===== config.mk =====
export PLATFORM = sky130hd
export DESIGN_NAME = router_pg_ctrl
export DESIGN_NICKNAME = d
export VERILOG_FILES = /design/src/rtl/pg_pkg.sv /design/src/rtl/pg_ctrl_fsm.sv /design/src/rtl/pg_datapath.sv /design/src/rtl/router_pg_ctrl.sv
export SDC_FILE = /design/constraint.sdc
export NUM_CORES = 1
export LEC_CHECK = 0
export BUFFER_PORTS_ARGS = -buffer_cell sky130_fd_sc_hd__buf_2
export CELL_PAD_IN_SITES_DETAIL_PLACEMENT = 0
export CELL_PAD_IN_SITES_GLOBAL_PLACEMENT = 1
export CORE_UTILIZATION = 41
export CTS_CLUSTER_DIAMETER = 30
export CTS_CLUSTER_SIZE = 24
export DETAILED_ROUTE_END_ITERATION = 6
export PLACE_DENSITY_LB_ADDON = 0.1
export SYNTH_ARGS = -nofsm -noshare
export SYNTH_HDL_FRONTEND = slang
export SYNTH_HIERARCHICAL = 1
export SYNTH_SLANG_ARGS = --single-unit

===== constraint.sdc =====
create_clock -name clk -period 2.4 [get_ports clk]
set_input_delay 0.24 -clock clk [delete_from_list [all_inputs] [get_ports clk]]
set_output_delay 0.24 -clock clk [all_outputs]
set_load 0.01 [all_outputs]

===== src/rtl/pg_pkg.sv =====
package pg_pkg;

  typedef enum logic [1:0] {
    PG_ON     = 2'd0,
    PG_NOTIFY = 2'd1,
    PG_OFF    = 2'd2,
    PG_WAKING = 2'd3
  } pgState_t;

  // strobes from the control FSM to the counting datapath
  typedef struct packed {
    logic enterOff;
    logic leaveOff;
    logic inOff;
    logic inWaking;
  } pgStrobe_t;

endpackage


===== src/rtl/pg_ctrl_fsm.sv =====
module pg_ctrl_fsm
  import pg_pkg::*;
(
  input  logic      clk,
  input  logic      rstN,
  input  logic      dpEmpty,
  input  logic      anyWake,
  input  logic      rateHit,
  input  logic      wakeDone,
  output pgStrobe_t stb,
  output logic      sleepOn,
  output logic      pgActive
);

  pgState_t state, stateNext;
  logic     wakeCause;

  assign wakeCause = anyWake | rateHit;

  always_comb begin
    stateNext = state;
    unique case (state)
      PG_ON:     if (dpEmpty && !anyWake) stateNext = PG_NOTIFY;
      PG_NOTIFY: stateNext = (dpEmpty && !anyWake) ? PG_OFF : PG_ON;
      PG_OFF:    if (wakeCause) stateNext = PG_WAKING;
      PG_WAKING: if (wakeDone) stateNext = PG_ON;
      default:   stateNext = PG_ON;
    endcase
  end

  always_ff @(posedge clk) begin
    if (!rstN) state <= PG_ON;
    else       state <= stateNext;
  end

  always_comb begin
    stb.enterOff = (state == PG_NOTIFY) && (stateNext == PG_OFF);
    stb.leaveOff = (state == PG_OFF) && wakeCause;
    stb.inOff    = (state == PG_OFF);
    stb.inWaking = (state == PG_WAKING);
  end

  assign sleepOn  = (state == PG_OFF);
  assign pgActive = (state != PG_ON);

endmodule


===== src/rtl/pg_datapath.sv =====
module pg_datapath
  import pg_pkg::*;
#(
  parameter int WAKE_W   = 4,
  parameter int WAKE_MIN = 10,
  parameter int BET      = 10,
  parameter int WIN      = 64,
  parameter int CNT_W    = 8,
  localparam int WIN_W   = $clog2(WIN),
  localparam int REQ_W   = WIN_W + 1
)(
  input  logic              clk,
  input  logic              rstN,
  input  pgStrobe_t         stb,
  input  logic              vcReq,
  input  logic [REQ_W-1:0]  rateThresh,
  input  logic [WAKE_W-1:0] wakeCycles,
  output logic              wakeDone,
  output logic              rateHit,
  output logic [CNT_W-1:0]  wakeCount,
  output logic [CNT_W-1:0]  shortIdleCount
);

  localparam int IDLE_W = $clog2(BET + 1);
  localparam logic [WAKE_W-1:0] WAKE_FLOOR = WAKE_W'(WAKE_MIN);
  localparam logic [IDLE_W-1:0] BET_V      = IDLE_W'(BET);
  localparam logic [WIN_W-1:0]  WIN_LAST   = WIN_W'(WIN - 1);
  localparam logic [CNT_W-1:0]  CNT_MAX    = {CNT_W{1'b1}};

  // wake delay counter
  logic [WAKE_W-1:0] wakeEff, wakeCnt;
  assign wakeEff  = (wakeCycles < WAKE_FLOOR) ? WAKE_FLOOR : wakeCycles;
  assign wakeDone = stb.inWaking && (wakeCnt == WAKE_W'(1));

  always_ff @(posedge clk) begin
    if (!rstN)                              wakeCnt <= '0;
    else if (stb.leaveOff)                  wakeCnt <= wakeEff;
    else if (stb.inWaking && wakeCnt != '0) wakeCnt <= wakeCnt - WAKE_W'(1);
  end

  // gated period length, saturating at the break-even value
  logic [IDLE_W-1:0] idleLen;
  logic              shortHit;
  assign shortHit = idleLen < BET_V;

  always_ff @(posedge clk) begin
    if (!rstN)                 idleLen <= '0;
    else if (stb.enterOff)     idleLen <= IDLE_W'(1);
    else if (stb.inOff && !stb.leaveOff && idleLen < BET_V)
                               idleLen <= idleLen + IDLE_W'(1);
  end

  // request-rate window
  logic [WIN_W-1:0] winCnt;
  logic [REQ_W-1:0] reqCnt, reqSum;
  logic             winEnd;
  assign winEnd = (winCnt == WIN_LAST);
  assign reqSum = reqCnt + REQ_W'(vcReq);

  always_ff @(posedge clk) begin
    if (!rstN) begin
      winCnt  <= '0;
      reqCnt  <= '0;
      rateHit <= 1'b0;
    end else begin
      winCnt  <= winEnd ? '0 : winCnt + WIN_W'(1);
      reqCnt  <= winEnd ? '0 : reqSum;
      rateHit <= winEnd && (reqSum > rateThresh);
    end
  end

  // saturating statistics
  always_ff @(posedge clk) begin
    if (!rstN) begin
      wakeCount      <= '0;
      shortIdleCount <= '0;
    end else if (stb.leaveOff) begin
      if (wakeCount != CNT_MAX) wakeCount <= wakeCount + CNT_W'(1);
      if (shortHit && shortIdleCount != CNT_MAX)
        shortIdleCount <= shortIdleCount + CNT_W'(1);
    end
  end

endmodule


===== src/rtl/router_pg_ctrl.sv =====
module router_pg_ctrl
  import pg_pkg::*;
#(
  parameter int NBR      = 4,
  parameter int WAKE_W   = 4,
  parameter int WAKE_MIN = 10,
  parameter int BET      = 10,
  parameter int WIN      = 64,
  parameter int CNT_W    = 8,
  localparam int REQ_W   = $clog2(WIN) + 1
)(
  input  logic              clk,
  input  logic              rstN,
  input  logic              dpEmpty,
  input  logic [NBR-1:0]    wakeReq,
  input  logic              vcReq,
  input  logic [REQ_W-1:0]  rateThresh,
  input  logic [WAKE_W-1:0] wakeCycles,
  output logic              sleep,
  output logic [NBR-1:0]    pgOut,
  output logic [CNT_W-1:0]  wakeCount,
  output logic [CNT_W-1:0]  shortIdleCount
);

  pgStrobe_t stb;
  logic      wakeDone, rateHit, pgActive, anyWake;

  assign anyWake = |wakeReq;

  pg_ctrl_fsm i_fsm (
    .clk      (clk),
    .rstN     (rstN),
    .dpEmpty  (dpEmpty),
    .anyWake  (anyWake),
    .rateHit  (rateHit),
    .wakeDone (wakeDone),
    .stb      (stb),
    .sleepOn  (sleep),
    .pgActive (pgActive)
  );

  pg_datapath #(
    .WAKE_W   (WAKE_W),
    .WAKE_MIN (WAKE_MIN),
    .BET      (BET),
    .WIN      (WIN),
    .CNT_W    (CNT_W)
  ) i_dp (
    .clk            (clk),
    .rstN           (rstN),
    .stb            (stb),
    .vcReq          (vcReq),
    .rateThresh     (rateThresh),
    .wakeCycles     (wakeCycles),
    .wakeDone       (wakeDone),
    .rateHit        (rateHit),
    .wakeCount      (wakeCount),
    .shortIdleCount (shortIdleCount)
  );

  for (genvar n = 0; n < NBR; n++) begin : g_pgFan
    assign pgOut[n] = pgActive;
  end

endmodule


# Word level (Yosys, flattened, before mapping)
# Cells that the tools add are included.
# W data, S select, Z words.
dict set report totals {
  reg_bits 40
  word_cells 59
}
dict set report op_classes {
  add_sub_neg 6
  order_cmp 3
  n_eq_ne 8
  muxes 10
  bitwise_logic 2
  reduce_logical 21
}
# cell count
set ops {}
lappend ops {{$add A8 B1 Y8 const B} 2}
lappend ops {{$ne A8 B8 Y1 const B} 2}
lappend ops {{$mux W4} 3}
lappend ops {{$logic_and A1 B1 Y1} 9}
lappend ops {{$lt A4 B4 Y1 const B} 2}
lappend ops {{$mux W2} 4}
lappend ops {{$pmux W2 S4} 1}
lappend ops {{$add A7 B1 Y7} 1}
lappend ops {{$gt A7 B7 Y1} 1}
lappend ops {{$add A6 B1 Y6 const B} 1}
lappend ops {{$eq A2 B2 Y1 const B} 3}
lappend ops {{$eq A6 B6 Y1 const B} 1}
lappend ops {{$reduce_bool A2 Y1} 3}
lappend ops {{$add A4 B1 Y4 const B} 1}
lappend ops {{$eq A4 B1 Y1 const B} 1}
lappend ops {{$reduce_and A2 Y1} 2}
lappend ops {{$reduce_bool A4 Y1} 1}
lappend ops {{$reduce_or A2 Y1} 2}
lappend ops {{$reduce_or A4 Y1} 1}
lappend ops {{$sub A4 B1 Y4 const B} 1}
lappend ops {{$eq A2 B1 Y1 const B} 1}
lappend ops {{$logic_not A1 Y1} 2}
lappend ops {{$logic_not A2 Y1} 1}
lappend ops {{$mux W1} 2}
lappend ops {{other kinds (2)} 2}

# Longest topological paths before layout
dict set report logic_depth {
  word_depth 8
  mapped_depth 10
  ltp_nobuf 10
}

# Modules after synthesis
# The synthesis kept the hierarchy.
# module instances cells_each area_each_um2 seq_area_each_um2
set modules_own_cells {}
lappend modules_own_cells {pg_datapath 1 219 1923.1 760.7}
lappend modules_own_cells {pg_ctrl_fsm 1 14 128.9 40.0}
lappend modules_own_cells {router_pg_ctrl 1 5 37.5 0.0}

# Worst setup path after synthesis
# OpenSTA, ideal clock, no wires.
dict set report synth_path {
  path_kind {input -> register}
  start {input wakeReq[1]}
  end {register i_dp.idleLen[0]}
  setup_ns 0.115
  t_arrival_ns 1.739
  setup_slack_ns 0.547
  stages 7
  n_path_buf 1
  path_cell_list {or4_1 o21a_1 buf_4 inv_1 nand3_1 xnor2_1 o21a_1}
}
# element line_no
set synth_lines {}
lappend synth_lines {{start: declaration} router_pg_ctrl.sv:15} ;# input logic [NBR-1:0] wakeReq,
lappend synth_lines {{end signal: assignment} pg_datapath.sv:50} ;# idleLen <= idleLen + IDLE_W'(1);
lappend synth_lines {{end: declaration} pg_datapath.sv:42} ;# logic [IDLE_W-1:0] idleLen;

# Worst setup path in the final report
dict set report layout_path {
  start {register i_dp.reqCnt[0]}
  end {register i_dp.rateHit}
}
dict set report layout_between {
  elab_chain_len 3
}
# element line_no
set layout_rtl {}
lappend layout_rtl {{start: declaration} pg_datapath.sv:55} ;# logic [REQ_W-1:0] reqCnt, reqSum;
lappend layout_rtl {{start signal: assignment} pg_datapath.sv:67} ;# reqCnt <= winEnd ? '0 : reqSum;
lappend layout_rtl {{$add A7 B1 Y7} pg_datapath.sv:58} ;# assign reqSum = reqCnt + REQ_W'(vcReq);
lappend layout_rtl {{named net i_dp.reqSum[6]} pg_datapath.sv:55}
lappend layout_rtl {{$gt A7 B7 Y1} pg_datapath.sv:68} ;# rateHit <= winEnd && (reqSum > rateThresh);
lappend layout_rtl {{$logic_and A1 B1 Y1} pg_datapath.sv:68}
lappend layout_rtl {{end signal: assignment} pg_datapath.sv:68}
lappend layout_rtl {{end: declaration} pg_datapath.sv:19} ;# output logic rateHit,
# The timed path passes the listed nets, and every way through them passes these cells.
# A chain may end at the register's enable or synchronous reset.

==> flow_summary_export.csv <==
group,metric,value,unit
logic_synthesis,synth_area_leaders,"dfxtp_1, ha_1, nor2_1, nand3_1, xnor2_1",
setup_path,start_kind,"flop",
setup_path,end_kind,"flop",
pwr,peakVddDrop,0.294,mV
logic_synthesis,synth_cell_types,40,
cts,path_clk_slew,80,ps
setup_path,reg2reg_slack,460,ps
logic_synthesis,synth-edff-count,0,
die,io_pins,40,
routing,wl_per_cell,12.0,um
setup_path,r2r_cells,10,
routing,drc,0,
logic_synthesis,yosysTopAreaCellShare,38.3,%
die,die_y,73.4,um
grt,grt_pass1_vias,1600,
logic_synthesis,synth_commonest_cells,"dfxtp_1, nor2_1, nand3_1",
layout,area_growth_syn_to_layout,16.0,%
setup_path,crit_buf_inv,0,
layout,nets,311,
logic_synthesis,synthMuxAreaShare,2.40,%
pwr,leakagePower,1.13,nW
grt,grt.total_usage,17.1,%
die,die-width,73.4,um
grt,grt_pass1_wl,7070,um
worst_hold_path,worst_hold_path_type,"input pin to flop",
logic_synthesis,synth_fa_ha_area_share,8.98,%
timing,fmax,515,MHz
grt,grt_max_degree,14,
timing,finalSetupViolations,0,
placed_design,dpl.hpwl,3100,um
cts,cts_tree,"yes",
run,cap_violations,0,
cts,h-tree-depth,2,
routing,ant_nets,0,
setup_path,cp.required,2570,ps
setup_path,arrival,2110,ps
setup_path,path_depth,10,
routing,drtIter0Drc,48,
logic_synthesis,synth.avg_cell_area,8.78,sq um
layout,fillers,506,
timing,clock-skew-final,6.64,ps
timing,rsz0062_at_grt,"no",
grt,grt_overflow,0,
logic_synthesis,synth_area,2090,sq um
setup_path,endpoint,"i_dp/rateHit$_SDFF_PN0_",
routing,vias_per_cell,5.06,
setup_path,critical_path_class,"flop to flop",
setup_path,crit_path_max_incr_delay,320,ps
timing,hold_slack,215,ps
layout,multi_input_area,1180,sq um
logic_synthesis,synth_xor_area_share,7.13,%
layout,fin_area,2420,sq um
timing,timing.final.crit_share,80.8,%
setup_path,regToRegEndpoint,"i_dp/rateHit$_SDFF_PN0_",
setup_path,rr_startpoint,"i_dp/reqCnt[0]$_SDFF_PP0_",
timing,tns,0,ps
setup_path,crit_fanout,3,
timing,worstMarginPinSlew,436,ps
logic_synthesis,synth_most_common_cell,"dfxtp_1",
layout,final_util,50.3,%
grt,antenna_found_initial,0,
die,die_area,5390,sq um
routing,vias,1744,
placed_design,port-buffer-count,39,
cts,cts-resized-gates,0,
logic_synthesis,synth_seq_cells,40,
layout,regArea,801,sq um
timing,slew_viol_final,0,
timing,finalHoldViolCount,0,
logic_synthesis,yosysSeqAreaShare,38.3,%
worst_hold_path,hold_depth,3,
logic_synthesis,yosysWarningCount,6,
placed_design,place_area,2330,sq um
cts,insertion_delay,290,ps
cts,numCtsBuffers,5,
layout,drive_above_1_share,20.5,%
placed_design,gp_congestion,0.714,
cts,holdBufCountCts,0,
setup_path,crit_chain,"ha_1, ha_1, nand2_1, nor2_1, xor2_1, ha_1, nand4_1, a21oi_1, nor3_1, nor3_1",
setup_path,cpLargestDelayFamily,"adder cells",
setup_path,startpoint,"i_dp/reqCnt[0]$_SDFF_PP0_",
pwr,power_density,498,nW/um^2
logic_synthesis,synth_top_family_by_area,"simple AND/OR/NAND/NOR gates",
die,placeableCoreArea,4820,sq um
routing,routed_wl,4160,um
die,row_count,25,
logic_synthesis,syn_nets,272,
cts,clockBufferDepth,2,
logic_synthesis,postSynthCellCount,238,
setup_path,crit_slowest_cell,"dfxtp_1",
layout,diodes,0,
timing,relSlewSlack,70.9,%
cts,cts_setup_buffers,0,
cts,cts.sinks,40,
timing,fin_crit,1940,ps
logic_synthesis,synth_flop_cell,"dfxtp_1",
logic_synthesis,synth_area_leader_cell,"dfxtp_1",
logic_synthesis,async_reset_ff_share,0,%
status,run_status,"finished, final reports clean",
routing,dr.pass1.iters,4,
setup_path,crit_top_cell,"ha_1",
logic_synthesis,synth-simple-area-share,25.6,%
cts,cts-root-buf,"clkbuf_8",
logic_synthesis,synth_compound_area_share,12.2,%
die,start_util,43.4,%
[cell usage in the layout (no fill, tap or decap), types with 4 or more instances in the layout]
| cell type | count |
|---|---|
| and3_1 | 7 |
| a21oi_1 | 7 |
| dfxtp_1 | 40 |
| nand2b_1 | 4 |
| nand2_1 | 16 |
| nor2b_1 | 6 |
| ha_1 | 15 |
| clkbuf_8 | 6 |
| xnor2_1 | 9 |
| nor2_1 | 25 |
| o21ai_0 | 10 |
| inv_1 | 14 |
| mux2i_1 | 5 |
| nor3_1 | 6 |
| nand3_1 | 17 |
| xor2_1 | 8 |
| buf_2 | 39 |
| nand4_1 | 7 |
[how the worst min path moves through the flow]
| stage | start | to | slack, ps |
|---|---|---|---|
| 6_report | wakeCycles[3] | i_dp/wakeCnt[0]$_SDFFE_PN0P_ | 220 |
| 2_1_floorplan | rstN | i_fsm/state[0]$_SDFF_PN0_ | 370 |
| 4_1_cts | wakeCycles[3] | i_dp/wakeCnt[0]$_SDFFE_PN0P_ | 210 |
| 3_3_place_gp | i_dp/winCnt[0]$_SDFF_PP0_ | i_dp/winCnt[0]$_SDFF_PP0_ | 430 |
| 3_5_place_dp | i_dp/winCnt[0]$_SDFF_PP0_ | i_dp/winCnt[0]$_SDFF_PP0_ | 440 |
| 5_1_grt | wakeCycles[3] | i_dp/wakeCnt[0]$_SDFFE_PN0P_ | 230 |
[sequential cells by signal (all words and copies together) (netlist names)]
signal / cells
i_fsm/state: 2
i_dp/wakeCount: 8
i_dp/wakeCnt: 4
i_dp/reqCnt: 7
i_dp/idleLen: 4
i_dp/shortIdleCount: 8
i_dp/winCnt: 6
i_dp/rateHit: 1
[logic make-up after synthesis]
| group | after synthesis |
|---|---|
| compound gates | 35 |
| xor+xnor | 17 |
| fa+ha+maj | 15 |
| buf+inv | 24 |
| flops | 40 |
| mux | 5 |
| simple gates | 102 |
[through the flow]
step	cells	power (mW)	setup WS [ps]
floorplan	238	0.733	547
global placement	337	0.761	342
detailed placement	337	0.762	295
CTS	345	1.23	467
global route	345	1.27	247
finish	345	1.21	460
[tightest hold or removal path: stages]
cell	delay, ps
buf_2	100
nand4_1	60
o32ai_1	60
[routing by layer]
layer | vias up | global-route usage [%] | wire length [um]
li1 | 905 | - | -
met1 | 789 | 23.7 | 2190
met2 | 44 | 26.1 | 1720
met3 | 6 | 4.53 | 197
met4 | 0 | 5.13 | 56
met5 | - | 0 | 0
[layout make-up]
cell class | instances | share of cell area (%)
repair buffers | 42 | 8.98
flip-flops and latches | 40 | 33.0
clock buffers | 6 | 3.41
well taps | 67 | 3.46
clock inverters | 2 | 0.413
multi-input cells | 174 | 48.5
inverters | 14 | 2.17
[power by group]
part | leakage [nW] | internal [mW] | switching (mW)
sequential | 0.323 | 0.671 | 0.00584
clock | 0.0510 | 0.229 | 0.232
combinational | 0.754 | 0.0314 | 0.0376
total | 1.13 | 0.932 | 0.275
Power figures use the tool's default switching activity.
